[config.mk]
export PLATFORM = sky130hd
export DESIGN_NAME = nand_blk_ecc
export DESIGN_NICKNAME = d
export VERILOG_FILES = /design/src/rtl/nand_blk_ecc_pkg.sv /design/src/rtl/nand_blk_ecc_accum.sv /design/src/rtl/nand_blk_ecc_classify.sv /design/src/rtl/nand_blk_ecc.sv
export SDC_FILE = /design/constraint.sdc
export NUM_CORES = 1
export LEC_CHECK = 0
export ABC_AREA = 1
export BUFFER_PORTS_ARGS = -buffer_cell sky130_fd_sc_hd__buf_2
export CAP_MARGIN = 20
export CORE_ASPECT_RATIO = 1.25
export CORE_MARGIN = 2
export CORE_UTILIZATION = 56
export CTS_CLUSTER_DIAMETER = 150
export DETAILED_ROUTE_END_ITERATION = 16
export GPL_ROUTABILITY_DRIVEN = 0
export PLACE_DENSITY = 0.81
export SLEW_MARGIN = 20
export SYNTH_ARGS = -nofsm -noshare
export SYNTH_HDL_FRONTEND = slang
export SYNTH_SLANG_ARGS = --single-unit
[constraint.sdc]
create_clock -name clk -period 6.5 [get_ports clk]
set_input_delay 0.65 -clock clk [delete_from_list [all_inputs] [get_ports clk]]
set_output_delay 0.65 -clock clk [all_outputs]
set_load 0.05 [all_outputs]
[src/rtl/nand_blk_ecc_pkg.sv]
package nand_blk_ecc_pkg;
  typedef enum logic [1:0] {
    ST_IDLE  = 2'd0,
    ST_RUN   = 2'd1,
    ST_WCODE = 2'd2,
    ST_HOLD  = 2'd3
  } ecc_state_e;
endpackage

[src/rtl/nand_blk_ecc_accum.sv]
module nand_blk_ecc_accum #(
  parameter int IDX_W  = 9,
  parameter int CODE_W = 2 * IDX_W + 6
) (
  input  logic              clk,
  input  logic              rst_n,
  input  logic              en,
  input  logic              first,
  input  logic [IDX_W-1:0]  idx,
  input  logic [7:0]        data,
  output logic [CODE_W-1:0] code
);
  localparam int COL0 = 2 * IDX_W;

  logic              byte_par;
  logic [CODE_W-1:0] contrib;

  assign byte_par = ^data;

  always_comb begin
    contrib = '0;
    for (int k = 0; k < IDX_W; k++) begin
      if (idx[k]) contrib[IDX_W + k] = byte_par;
      else        contrib[k]         = byte_par;
    end
    for (int j = 0; j < 3; j++) begin
      for (int n = 0; n < 8; n++) begin
        if (((n >> j) & 1) == 1) contrib[COL0 + 3 + j] = contrib[COL0 + 3 + j] ^ data[n];
        else                     contrib[COL0 + j]     = contrib[COL0 + j] ^ data[n];
      end
    end
  end

  always_ff @(posedge clk or negedge rst_n) begin
    if (!rst_n)   code <= '0;
    else if (en)  code <= first ? contrib : (code ^ contrib);
  end
endmodule

[src/rtl/nand_blk_ecc_classify.sv]
module nand_blk_ecc_classify #(
  parameter int IDX_W  = 9,
  parameter int CODE_W = 2 * IDX_W + 6
) (
  input  logic [CODE_W-1:0] syn,
  input  logic              enable,
  output logic              clean,
  output logic              fixable,
  output logic              code_err,
  output logic              uncorr,
  output logic [IDX_W-1:0]  loc_byte,
  output logic [2:0]        loc_bit
);
  localparam int COL0 = 2 * IDX_W;

  logic [IDX_W-1:0] row_lo, row_hi;
  logic [2:0]       col_lo, col_hi;
  logic             pairs_ok, is_zero, is_single;

  assign row_lo    = syn[IDX_W-1:0];
  assign row_hi    = syn[COL0-1:IDX_W];
  assign col_lo    = syn[COL0+2:COL0];
  assign col_hi    = syn[COL0+5:COL0+3];
  assign pairs_ok  = (&(row_lo ^ row_hi)) && (&(col_lo ^ col_hi));
  assign is_zero   = (syn == '0);
  assign is_single = $onehot(syn);

  assign clean    = enable && is_zero;
  assign fixable  = enable && pairs_ok;
  assign code_err = enable && is_single;
  assign uncorr   = enable && !is_zero && !pairs_ok && !is_single;
  assign loc_byte = fixable ? row_hi : '0;
  assign loc_bit  = fixable ? col_hi : '0;
endmodule

[src/rtl/nand_blk_ecc.sv]
module nand_blk_ecc
  import nand_blk_ecc_pkg::*;
#(
  parameter int BLK_BYTES = 512,
  parameter int IDX_W     = $clog2(BLK_BYTES),
  parameter int CODE_W    = 2 * IDX_W + 6
) (
  input  logic              clk,
  input  logic              rst_n,
  input  logic              s_valid,
  output logic              s_ready,
  input  logic [7:0]        s_data,
  input  logic [IDX_W-1:0]  s_addr_ofs,
  input  logic              s_write,
  input  logic              s_last,
  input  logic              stored_valid,
  input  logic [CODE_W-1:0] stored_code,
  input  logic              res_ack,
  output logic              res_valid,
  output logic              res_is_read,
  output logic [CODE_W-1:0] res_code,
  output logic              st_clean,
  output logic              st_fixable,
  output logic              st_code_err,
  output logic              st_uncorr,
  output logic [IDX_W-1:0]  fix_byte,
  output logic [2:0]        fix_bit
);
  localparam logic [IDX_W-1:0] LAST_IDX = IDX_W'(BLK_BYTES - 1);

  ecc_state_e        st;
  logic [IDX_W-1:0]  cnt;
  logic              is_rd;
  logic [CODE_W-1:0] syn;
  logic              accept, start, run_acc, closing, dir_rd;
  logic [CODE_W-1:0] acc_code;

  assign s_ready = (st == ST_IDLE) || (st == ST_RUN);
  assign accept  = s_valid && s_ready;
  assign start   = (st == ST_IDLE) && accept && (s_addr_ofs == '0);
  assign run_acc = (st == ST_RUN) && accept;
  assign closing = (start && s_last) || (run_acc && (s_last || cnt == LAST_IDX));
  assign dir_rd  = start ? !s_write : is_rd;

  nand_blk_ecc_accum #(.IDX_W(IDX_W), .CODE_W(CODE_W)) u_accum (
    .clk   (clk),
    .rst_n (rst_n),
    .en    (start || run_acc),
    .first (start),
    .idx   (start ? '0 : cnt),
    .data  (s_data),
    .code  (acc_code)
  );

  always_ff @(posedge clk or negedge rst_n) begin
    if (!rst_n) begin
      st    <= ST_IDLE;
      cnt   <= '0;
      is_rd <= 1'b0;
      syn   <= '0;
    end else begin
      if (start) begin
        cnt   <= IDX_W'(1);
        is_rd <= !s_write;
      end else if (run_acc) begin
        cnt <= cnt + 1'b1;
      end
      case (st)
        ST_IDLE, ST_RUN: begin
          if (closing)    st <= dir_rd ? ST_WCODE : ST_HOLD;
          else if (start) st <= ST_RUN;
        end
        ST_WCODE: if (stored_valid) begin
          syn <= stored_code ^ acc_code;
          st  <= ST_HOLD;
        end
        ST_HOLD: if (res_ack) st <= ST_IDLE;
        default: st <= ST_IDLE;
      endcase
    end
  end

  assign res_valid   = (st == ST_HOLD);
  assign res_is_read = is_rd;
  assign res_code    = acc_code;

  nand_blk_ecc_classify #(.IDX_W(IDX_W), .CODE_W(CODE_W)) u_classify (
    .syn      (syn),
    .enable   (res_valid && is_rd),
    .clean    (st_clean),
    .fixable  (st_fixable),
    .code_err (st_code_err),
    .uncorr   (st_uncorr),
    .loc_byte (fix_byte),
    .loc_bit  (fix_bit)
  );

  assert_stall_while_busy_R5: assert property (@(posedge clk) disable iff (!rst_n)
    (st == ST_WCODE || res_valid) |-> !s_ready);
  assert_hold_stable_R5: assert property (@(posedge clk) disable iff (!rst_n)
    (res_valid && !res_ack) |=> (res_valid && $stable(res_code) && $stable(fix_byte)));
  assert_release_R5: assert property (@(posedge clk) disable iff (!rst_n)
    (res_valid && res_ack) |=> !res_valid);
  assert_one_status_R6: assert property (@(posedge clk) disable iff (!rst_n)
    (res_valid && res_is_read) |-> $onehot({st_clean, st_fixable, st_code_err, st_uncorr}));
  assert_write_no_status_R3: assert property (@(posedge clk) disable iff (!rst_n)
    (!res_valid || !res_is_read) |-> ({st_clean, st_fixable, st_code_err, st_uncorr} == 4'b0));
  assert_loc_zero_R10: assert property (@(posedge clk) disable iff (!rst_n)
    !st_fixable |-> (fix_byte == '0 && fix_bit == '0));
  assert_cnt_no_wrap_R4: assert property (@(posedge clk) disable iff (!rst_n)
    (st == ST_RUN) |-> (cnt != '0));
endmodule

==> results of run 1 <==
[registers in the layout, summed over array words and instances, names as in the netlist]
signal        cells
syn              24
res_is_read       1
u_accum.code     24
cnt               9
st                2
[kinds of logic (layout without fill, tap and decap cells)]
group,Yosys count,after routing
buf+inv,124,218
flops,60,60
simple gates,271,271
fa+ha+maj,51,51
compound gates,46,46
xor+xnor,42,42
[placed cells by master, fill, tap and decap left out, types with 3 or more instances in the layout]
cell / instances
a21oi_1: 6
buf_2: 90
clkbuf_8: 12
dfrtp_1: 60
fa_1: 19
ha_1: 32
inv_1: 111
nand2_1: 156
nand2_4: 4
nand3_1: 17
nand4_1: 18
nor2_1: 56
nor2_2: 3
nor3_1: 6
o21ai_0: 37
xnor2_1: 16
xor2_1: 26
[area by class of cell]
cell class,instances,area [sq um],area share (%)
repair buffers,92,465,8.86
inverters,112,423,8.05
flip-flops and latches,60,1500,28.6
clock buffers,12,165,3.14
well taps,95,119,2.26
multi-input cells,410,2570,48.9
clock inverters,2,10.0,0.190
[routing by layer]
| metal | vias to the layer above | GRT usage (%) | wire length [microns] |
|---|---|---|---|
| met1 | 1918 | 30.9 | 4180 |
| met4 | 0 | 11.5 | 364 |
| met3 | 29 | 3.32 | 592 |
| met2 | 147 | 46.7 | 5970 |
| met5 | - | 0 | 0 |
| li1 | 1993 | - | - |
[Yosys cell counts, types with 2 or more instances]
cell type,instances
a21oi_1,6
buf_2,5
buf_6,2
clkbuf_1,3
dfrtp_1,60
fa_1,19
ha_1,32
inv_1,111
nand2_1,156
nand2_4,4
nand3_1,17
nand4_1,18
nor2_1,57
nor2_2,2
nor2_4,2
nor3_1,6
nor4_1,2
o21ai_0,37
o22ai_1,2
or2_2,2
xnor2_1,16
xor2_1,26
[metrics by stage]
| step | setup slack [ns] | instance area [sq um] |
|---|---|---|
| floorplan | 0.810 | 4580 |
| global placement | 1.06 | 5080 |
| detailed placement | 0.882 | 5080 |
| CTS | 0.519 | 5260 |
| global route | 0.319 | 5260 |
| finish | 0.529 | 5260 |
[path summary, 6_finish.rpt]
| kind | slack, ns | to |
|---|---|---|
| min reg2reg | 0.59 | u_accum.code[14] |
| min in group clk | 0.59 | u_accum.code[14] |
| max in group asynchronous | 5.52 | u_accum.code[1] |
| max reg2reg | 4.44 | u_accum.code[0] |
| min | 0.46 | cnt[6] |
| max | 0.53 | st_uncorr |
==> results by group, run 1 <==
Critical path
  – Critical Path Max Stage Delay: 0.60 ns
  – Critical Path Sink Type: output pin
  – Slowest CP cell: fa_1
  – Worst Path Max Fanout: 3
  – Worst Setup SP: syn[7]
  – Critical Path AT: 5.32 ns
  – Stages on worst setup path: 18
  – Worst r2r src: st[0]
  – Worst-path cell chain: inv_1 -> ha_1 -> inv_1 -> fa_1 -> fa_1 -> fa_1 -> fa_1 -> inv_1 -> fa_1 -> ha_1 -> fa_1 -> or2_2 -> nand4_1 -> a21oi_1 -> o21ai_0 -> inv_1 -> nor2_1 -> buf_2
  – Crit path top cell by count: fa_1
  – Critical path type: reg -> out
  – Startpoint types: register
  – CP bufs+invs: 5
  – Cell family with most CP delay: adder cells
  – Critical Path RT: 5.85 ns
  – R2R cell count: 9

Floorplan
  – Die area: 8920 sq um
  – Core ar.: 7880 sq um
  – Cell row count: 36
  – Starting Density: 58.1%
  – IO Pins: 91
  – Die X: 84.9 microns
  – Die H: 105 microns

Finish
  – Area grow syn2layout: 14.8%
  – Layout cell share with drive strength beyond 1: 17.7%
  – Antenna Cells: 0
  – Non-filler cells, final: 783
  – Layout Nets: 784
  – Finished Core Util: 66.7%
  – Fillers: 646

Logic synthesis
  – Top post-synthesis cells by area: dfrtp_1 (33%), nand2_1 (13%), inv_1 (9.1%), ha_1 (8.7%), fa_1 (8.3%)
  – Mux contribution to synthesized area: 0%
  – Synth area leader: dfrtp_1
  – Synth Area in Compound Gates: 5.16%
  – Yosys reg bits: 60
  – Largest family of logic cells by synthesized area: simple AND/OR/NAND/NOR gates
  – Async set or reset register ratio after synthesis: 100%
  – Seq/Total Area, Yosys: 32.8%
  – Syn Inst Count: 594
  – Post-Synth Simple-Gate Area: 25.9%
  – Synth Flop Type: dfrtp_1
  – Top cell type's share of synthesized area: 32.8%
  – Adder-cell share of the synthesized area: 17.0%
  – Avg Inst Size Synth: 7.71 sq um
  – Yosys warnings: 0
  – Synth Cell Area: 4580 sq um
  – XOR/XNOR Fraction of Synth Area: 8.03%
  – Post-synth EDFFs: 0
  – Synth cell types: 31
  – Synthesized Nets: 693

STA
  – Final Slew Violations: 0
  – RSZ-0062 raised after global routing: false
  – Slew @ Worst Pin: 0.769 ns
  – Final Skew: 0.00665 ns
  – Total negative slack: 0 ns
  – Post-route minimum period: 5.97 ns
  – Final setup viols: 0
  – Fin Hold WS: 0.456 ns
  – Slew HR: 48.7%
  – Hold Vio Cnt, Final: 0
  – FMAX: 0.167 GHz
  – Final period util: 91.9%

Clocking
  – Clock sinks: 60
  – Clk_lat worst skew: 0.34 ns
  – Num CTS Buffers: 9
  – Clock slew at reported path FFs: 0.07 ns
  – H-tree depth: 3
  – Clock root buffer: clkbuf_8
  – Hold Buf Count CTS: 0
  – CTS tree: built
  – Largest buffer count on any clock path: 2
  – Post-CTS sizing: 0
  – Post-CTS setup repair buffer count: 0

Worst hold path
  – Worst hold-check path type: in -> async

Route
  – DRT Wirelength: 11.1 mm
  – DRT Pass-1 Iters: 5
  – Vias: 4087
  – Vias per cell: 5.22
  – Initial DRC count: 214
  – DRC: 0
  – Routed wire per std cell: 14.2 microns
  – Routed Antenna Nets: 0

Run
  – Maxcap violations: 0

Global route
  – Vias in the first global route: 3990
  – GRT Total Usage: 26.1%
  – First-pass GRT wire length: 18.5 mm
  – Largest net degree at the start of global routing: 61
  – Total congestion overflow: 0
  – Initial antenna violation count: 0

Place
  – IO Port Bufs: 90
  – Placed cell count: 769
  – HPWL Detailed: 8.79 mm

Outcome
  – Status: finished clean
Power of run 1 is not shown: default switching activity piles up to over one toggle a cycle in this logic, so the estimate is an artifact.
==> run 2: changes to the inputs <==
--- a/config.mk
+++ b/config.mk
@@ -14,7 +14,7 @@
 export CTS_CLUSTER_DIAMETER = 150
 export DETAILED_ROUTE_END_ITERATION = 16
 export GPL_ROUTABILITY_DRIVEN = 0
-export PLACE_DENSITY = 0.81
+export PLACE_DENSITY = 0.8
 export SLEW_MARGIN = 20
 export SYNTH_ARGS = -nofsm -noshare
 export SYNTH_HDL_FRONTEND = slang
==> constraint.sdc (replaced) <==
create_clock -name clk -period 6.5 [get_ports clk]
set_input_delay 0.65 -clock clk [delete_from_list [all_inputs] [get_ports clk]]
set_output_delay 0.65 -clock clk [all_outputs]
set_load 0.1 [all_outputs]
==> results by group, run 2 (synthesis results as in run 1) <==
Global route
  – GRT Total Usage: 25.5%
  – Total congestion overflow: 0
  – Initial antenna violation count: 0
  – Vias in the first global route: 4134
  – Largest net degree at the start of global routing: 61
  – First-pass GRT wire length: 18.1 mm

Critical path
  – Crit path top cell by count: fa_1
  – Critical Path Sink Type: output pin
  – Startpoint types: register
  – Worst-path cell chain: inv_1 -> ha_1 -> inv_1 -> fa_1 -> fa_1 -> fa_1 -> fa_1 -> inv_1 -> fa_1 -> ha_1 -> fa_1 -> or2_2 -> nand4_1 -> a21oi_1 -> o21ai_0 -> inv_1 -> nor2_1 -> buf_2
  – Worst Path Max Fanout: 3
  – Critical Path AT: 5.42 ns
  – Critical Path RT: 5.85 ns
  – Slowest CP cell: fa_1
  – Critical Path Max Stage Delay: 0.56 ns
  – R2R cell count: 9
  – Critical path type: reg -> out

Route
  – DRT Wirelength: 10.9 mm
  – DRT Pass-1 Iters: 4
  – Routed Antenna Nets: 0
  – Vias per cell: 5.22
  – Initial DRC count: 199
  – Routed wire per std cell: 13.9 microns
  – DRC: 0
  – Vias: 4089

STA
  – Hold Vio Cnt, Final: 0
  – Final setup viols: 0
  – Total negative slack: 0 ns
  – Final period util: 93.4%
  – FMAX: 0.165 GHz
  – Setup ws final: 0.429 ns
  – Post-route minimum period: 6.07 ns
  – RSZ-0062 raised after global routing: false
  – Final Slew Violations: 0
  – Slew @ Worst Pin: 0.759 ns
  – Final Skew: 0.0101 ns
  – Slew HR: 49.4%

Clocking
  – H-tree depth: 3
  – Clock sinks: 60
  – Clock slew at reported path FFs: 0.07 ns
  – CTS tree: built
  – Num CTS Buffers: 9
  – Hold Buf Count CTS: 0
  – Clock root buffer: clkbuf_8
  – Post-CTS sizing: 0
  – Clk_lat worst skew: 0.33 ns
  – Post-CTS setup repair buffer count: 0
  – Largest buffer count on any clock path: 2

Floorplan
  – Core ar.: 7880 sq um
  – Die X: 84.9 microns
  – Starting Density: 58.1%
  – Die area: 8920 sq um
  – Cell row count: 36
  – IO Pins: 91
  – Die H: 105 microns

Finish
  – Layout Nets: 784
  – Finished Core Util: 66.7%
  – Area grow syn2layout: 14.8%
  – Commonest cells after routing, fill and taps aside: nand2_1 (156), inv_1 (111), buf_2 (90)
  – Layout cell share with drive strength beyond 1: 17.7%
  – Antenna Cells: 0
  – Largest regs: syn (24), u_accum.code (24), cnt (9)
  – Most common cell after layout, fill and taps aside: nand2_1

Place
  – IO Port Bufs: 90
  – Post-Place Worst Slack: 0.763 ns
  – HPWL Detailed: 8.78 mm

Run
  – Maxcap violations: 0

Outcome
  – Status: finished clean

Worst hold path
  – Worst hold-check path type: in -> async
## run 2: cell counts in the layout (fill, tap and decap cells not counted)
No cell type changed its count.
## run 2: area by class of cell
type | count | area [sq um]
sequential | 60 | 1500
multi-input combinational | 410 | 2570
clock buffer | 12 | 165
inverter | 112 | 423
clock inverter | 2 | 10.0
tap | 95 | 119
timing repair buffer | 92 | 465
fill | 671 | 2630
## run 2: routing by layer
| layer | track usage (%) | vias up | routed length (microns) |
|---|---|---|---|
| met2 | 46.4 | 132 | 5920 |
| met1 | 29.5 | 1942 | 4190 |
| met4 | 10.3 | 0 | 319 |
| li1 | - | 1990 | - |
| met5 | 0 | - | 0 |
| met3 | 3.87 | 25 | 434 |
## run 2: stage by stage
stage / instance area, sq um / instances / hold slack, ns
3_5_place_dp: 5080 / 769 / 0.578
2_1_floorplan: 4580 / 594 / 0.354
3_3_place_gp: 5080 / 769 / 0.566
5_1_grt: 5260 / 783 / 0.536
6_report: 5260 / 783 / 0.474
4_1_cts: 5260 / 783 / 0.503
## run 2: final timing paths
check	start	end	slack (ns)
max	syn[7]	st_uncorr	0.43
min	rst_n	cnt[3]	0.47
max reg2reg	st[0]	u_accum.code[0]	4.46
min reg2reg	cnt[6]	cnt[6]	0.59
max in group asynchronous	rst_n	syn[13]	5.52
min in group clk	cnt[6]	cnt[6]	0.59
## run 2: worst max-delay path: cells and delay by family, from the launching register on
family | cells | cell delay [ns]
compound gates | 2 | 0.15
buf+inv | 5 | 0.68
flops | 1 | 0.37
fa+ha+maj | 8 | 3.41
simple gates | 3 | 0.47
Power of run 2 is left out for the same reason.
==> run 3: changes to the inputs <==
--- a/config.mk
+++ b/config.mk
@@ -10,7 +10,7 @@
 export CAP_MARGIN = 20
 export CORE_ASPECT_RATIO = 1.25
 export CORE_MARGIN = 2
-export CORE_UTILIZATION = 56
+export CORE_UTILIZATION = 57
 export CTS_CLUSTER_DIAMETER = 150
 export DETAILED_ROUTE_END_ITERATION = 16
 export GPL_ROUTABILITY_DRIVEN = 0
@@ -18,4 +18,5 @@
 export SLEW_MARGIN = 20
 export SYNTH_ARGS = -nofsm -noshare
 export SYNTH_HDL_FRONTEND = slang
+export SYNTH_HIERARCHICAL = 1
 export SYNTH_SLANG_ARGS = --single-unit
==> results by group, run 3 <==
Clocking
  – Num CTS Buffers: 9
  – Clock root buffer: clkbuf_8
  – Clock sinks: 60
  – CTS tree: built
  – Largest buffer count on any clock path: 2
  – Clk_lat worst skew: 0.35 ns
  – Clock slew at reported path FFs: 0.06 ns
  – Post-CTS setup repair buffer count: 0
  – Hold Buf Count CTS: 0
  – H-tree depth: 3

Route
  – DRT Wirelength: 11.5 mm
  – Routed Antenna Nets: 0
  – DRC: 0
  – Routed wire per std cell: 13.2 microns
  – Initial DRC count: 211
  – Vias: 4391
  – Vias per cell: 5.05
  – DRT Pass-1 Iters: 5

Logic synthesis
  – Avg Inst Size Synth: 7.66 sq um
  – Syn Inst Count: 658
  – Most common cell in the netlist: nand2_1
  – Synth Cell Area: 5040 sq um
  – Seq/Total Area, Yosys: 29.8%
  – Async set or reset register ratio after synthesis: 100%
  – Synthesized Nets: 742
  – Synth area leader: dfrtp_1
  – Top cell type's share of synthesized area: 29.8%
  – Synth cell types: 37
  – Synth Flop Type: dfrtp_1
  – Top post-synthesis cells by area: dfrtp_1 (30%), nand2_1 (12%), inv_1 (9.8%), fa_1 (6.0%), ha_1 (5.2%)
  – Most frequent cells after synthesis: nand2_1 (163), inv_1 (131), dfrtp_1 (60), nor2_1 (58), xor2_1 (28)
  – Yosys warnings: 6
  – Yosys reg bits: 60
  – Post-synth EDFFs: 0

Floorplan
  – Die area: 9620 sq um
  – IO Pins: 91
  – Die H: 109 microns
  – Die X: 88.1 microns
  – Cell row count: 38
  – Core ar.: 8650 sq um
  – Starting Density: 58.3%

Finish
  – Antenna Cells: 0
  – Fillers: 767
  – Fin area: 5700 sq um
  – Layout Nets: 831
  – Layout cell share with drive strength beyond 1: 24.8%
  – Commonest cells after routing, fill and taps aside: nand2_1 (163), inv_1 (131), buf_2 (88)
  – Area grow syn2layout: 13.1%
  – Non-filler cells, final: 870
  – Most common cell after layout, fill and taps aside: nand2_1
  – Largest regs: syn (24), u_accum/code (24), cnt (9)

Global route
  – Total congestion overflow: 0
  – Vias in the first global route: 4256
  – GRT Total Usage: 26.0%
  – Initial antenna violation count: 0
  – Largest net degree at the start of global routing: 61
  – First-pass GRT wire length: 19.2 mm

Place
  – IO Port Bufs: 90
  – Placed cell count: 856
  – Placement Cell Area: 5490 sq um
  – HPWL Detailed: 9.13 mm
  – Post-Place Worst Slack: 0.485 ns

Critical path
  – Crit path top cell by count: fa_1
  – Worst-path cell chain: inv_2 -> fa_1 -> fa_1 -> fa_1 -> inv_1 -> ha_1 -> inv_1 -> fa_1 -> inv_1 -> ha_1 -> ha_1 -> inv_1 -> fa_1 -> inv_1 -> fa_1 -> xor2_1 -> nor2_1 -> nand3_1 -> nor3_2 -> buf_6
  – Worst Path Max Fanout: 4
  – Critical Path Sink Type: output pin
  – Critical Path Max Stage Delay: 0.54 ns
  – Critical path type: reg -> out
  – Slowest CP cell: fa_1
  – Critical Path RT: 5.85 ns
  – Critical Path AT: 5.57 ns
  – Startpoint types: register

STA
  – Hold Vio Cnt, Final: 0
  – Final Skew: 0.00846 ns
  – FMAX: 0.161 GHz
  – Slew @ Worst Pin: 0.762 ns
  – RSZ-0062 raised after global routing: false
  – Slew HR: 49.1%
  – Fin Hold WS: 0.439 ns
  – Final Slew Violations: 0
  – Final period util: 95.7%
  – Post-route minimum period: 6.22 ns
  – Final setup viols: 0
  – Setup ws final: 0.278 ns

Outcome
  – Status: finished clean

Run
  – Maxcap violations: 0

Worst hold path
  – Worst hold-check path type: in -> async
## run 3: changes by cell type in the layout (fill, tap and decap cells not counted), sizes merged, moves of 12 or more
cell   before  now
nand2     161  178
nor2       61   73
mux2        0   24
o21ai      37   12
inv       112  144
nand3      18   37
## run 3: metrics by stage
step / TNS (ns) / utilization (%)
detailed placement: 0 / 63.5
finish: 0 / 65.9
floorplan: -0.000214 / -
global route: 0 / 65.9
CTS: 0 / 65.7
global placement: 0 / 63.5
## run 3: metal layers
metal	vias to the layer above	GRT usage [%]	wire, microns
met2	98	44.4	5900
met3	25	5.60	375
met1	2088	31.4	4830
met5	-	0	0
met4	0	11.5	382
li1	2180	-	-
## run 3: path summary, 6_finish.rpt
kind	startpoint	end	slack [ns]	cells after the start
worst max register to register	st[1]	u_accum/code[17]	4.28	11
worst min-delay path	rst_n	u_accum/code[1]	0.44	2
worst max-delay path	syn[9]	st_code_err	0.28	20
max in group asynchronous	rst_n	syn[13]	5.55	2
min in group clk	cnt[5]	cnt[6]	0.52	1
worst min register to register	cnt[5]	cnt[6]	0.52	1
## run 3: timing repair
action / in CTS / in global routing
setup endpoints to repair: 0 / 2
resized for setup: 0 / 7
endpoints found under the hold margin: 0 / 0
## run 3: layout make-up
class / count / area [sq um] / share of cell area [%]
tap: 120 / 150 / 2.63
timing repair buffer: 91 / 470 / 8.25
multi-input combinational: 440 / 2840 / 49.7
inverter: 145 / 554 / 9.72
clock buffer: 12 / 155 / 2.72
sequential: 60 / 1500 / 26.3
clock inverter: 2 / 35.0 / 0.614
## run 3: logic make-up after synthesis
kind of cell,synth area share (%)
AOI/OAI and AO/OA,2.93
xor gates and xnor gates,6.60
adders and majority gates,11.2
buffers and inverters,14.2
DFF,29.8
muxes,5.36
and+or+nand+nor,30.0
## run 3: worst max-delay path, delay by kind of cell, from the launching register on
family	cells	cell delay, ns
buffers and inverters	7	0.66
adders and majority gates	9	3.55
xor gates and xnor gates	1	0.18
DFF	1	0.40
and+or+nand+nor	3	0.44
Power of run 3 is left out for the same reason.
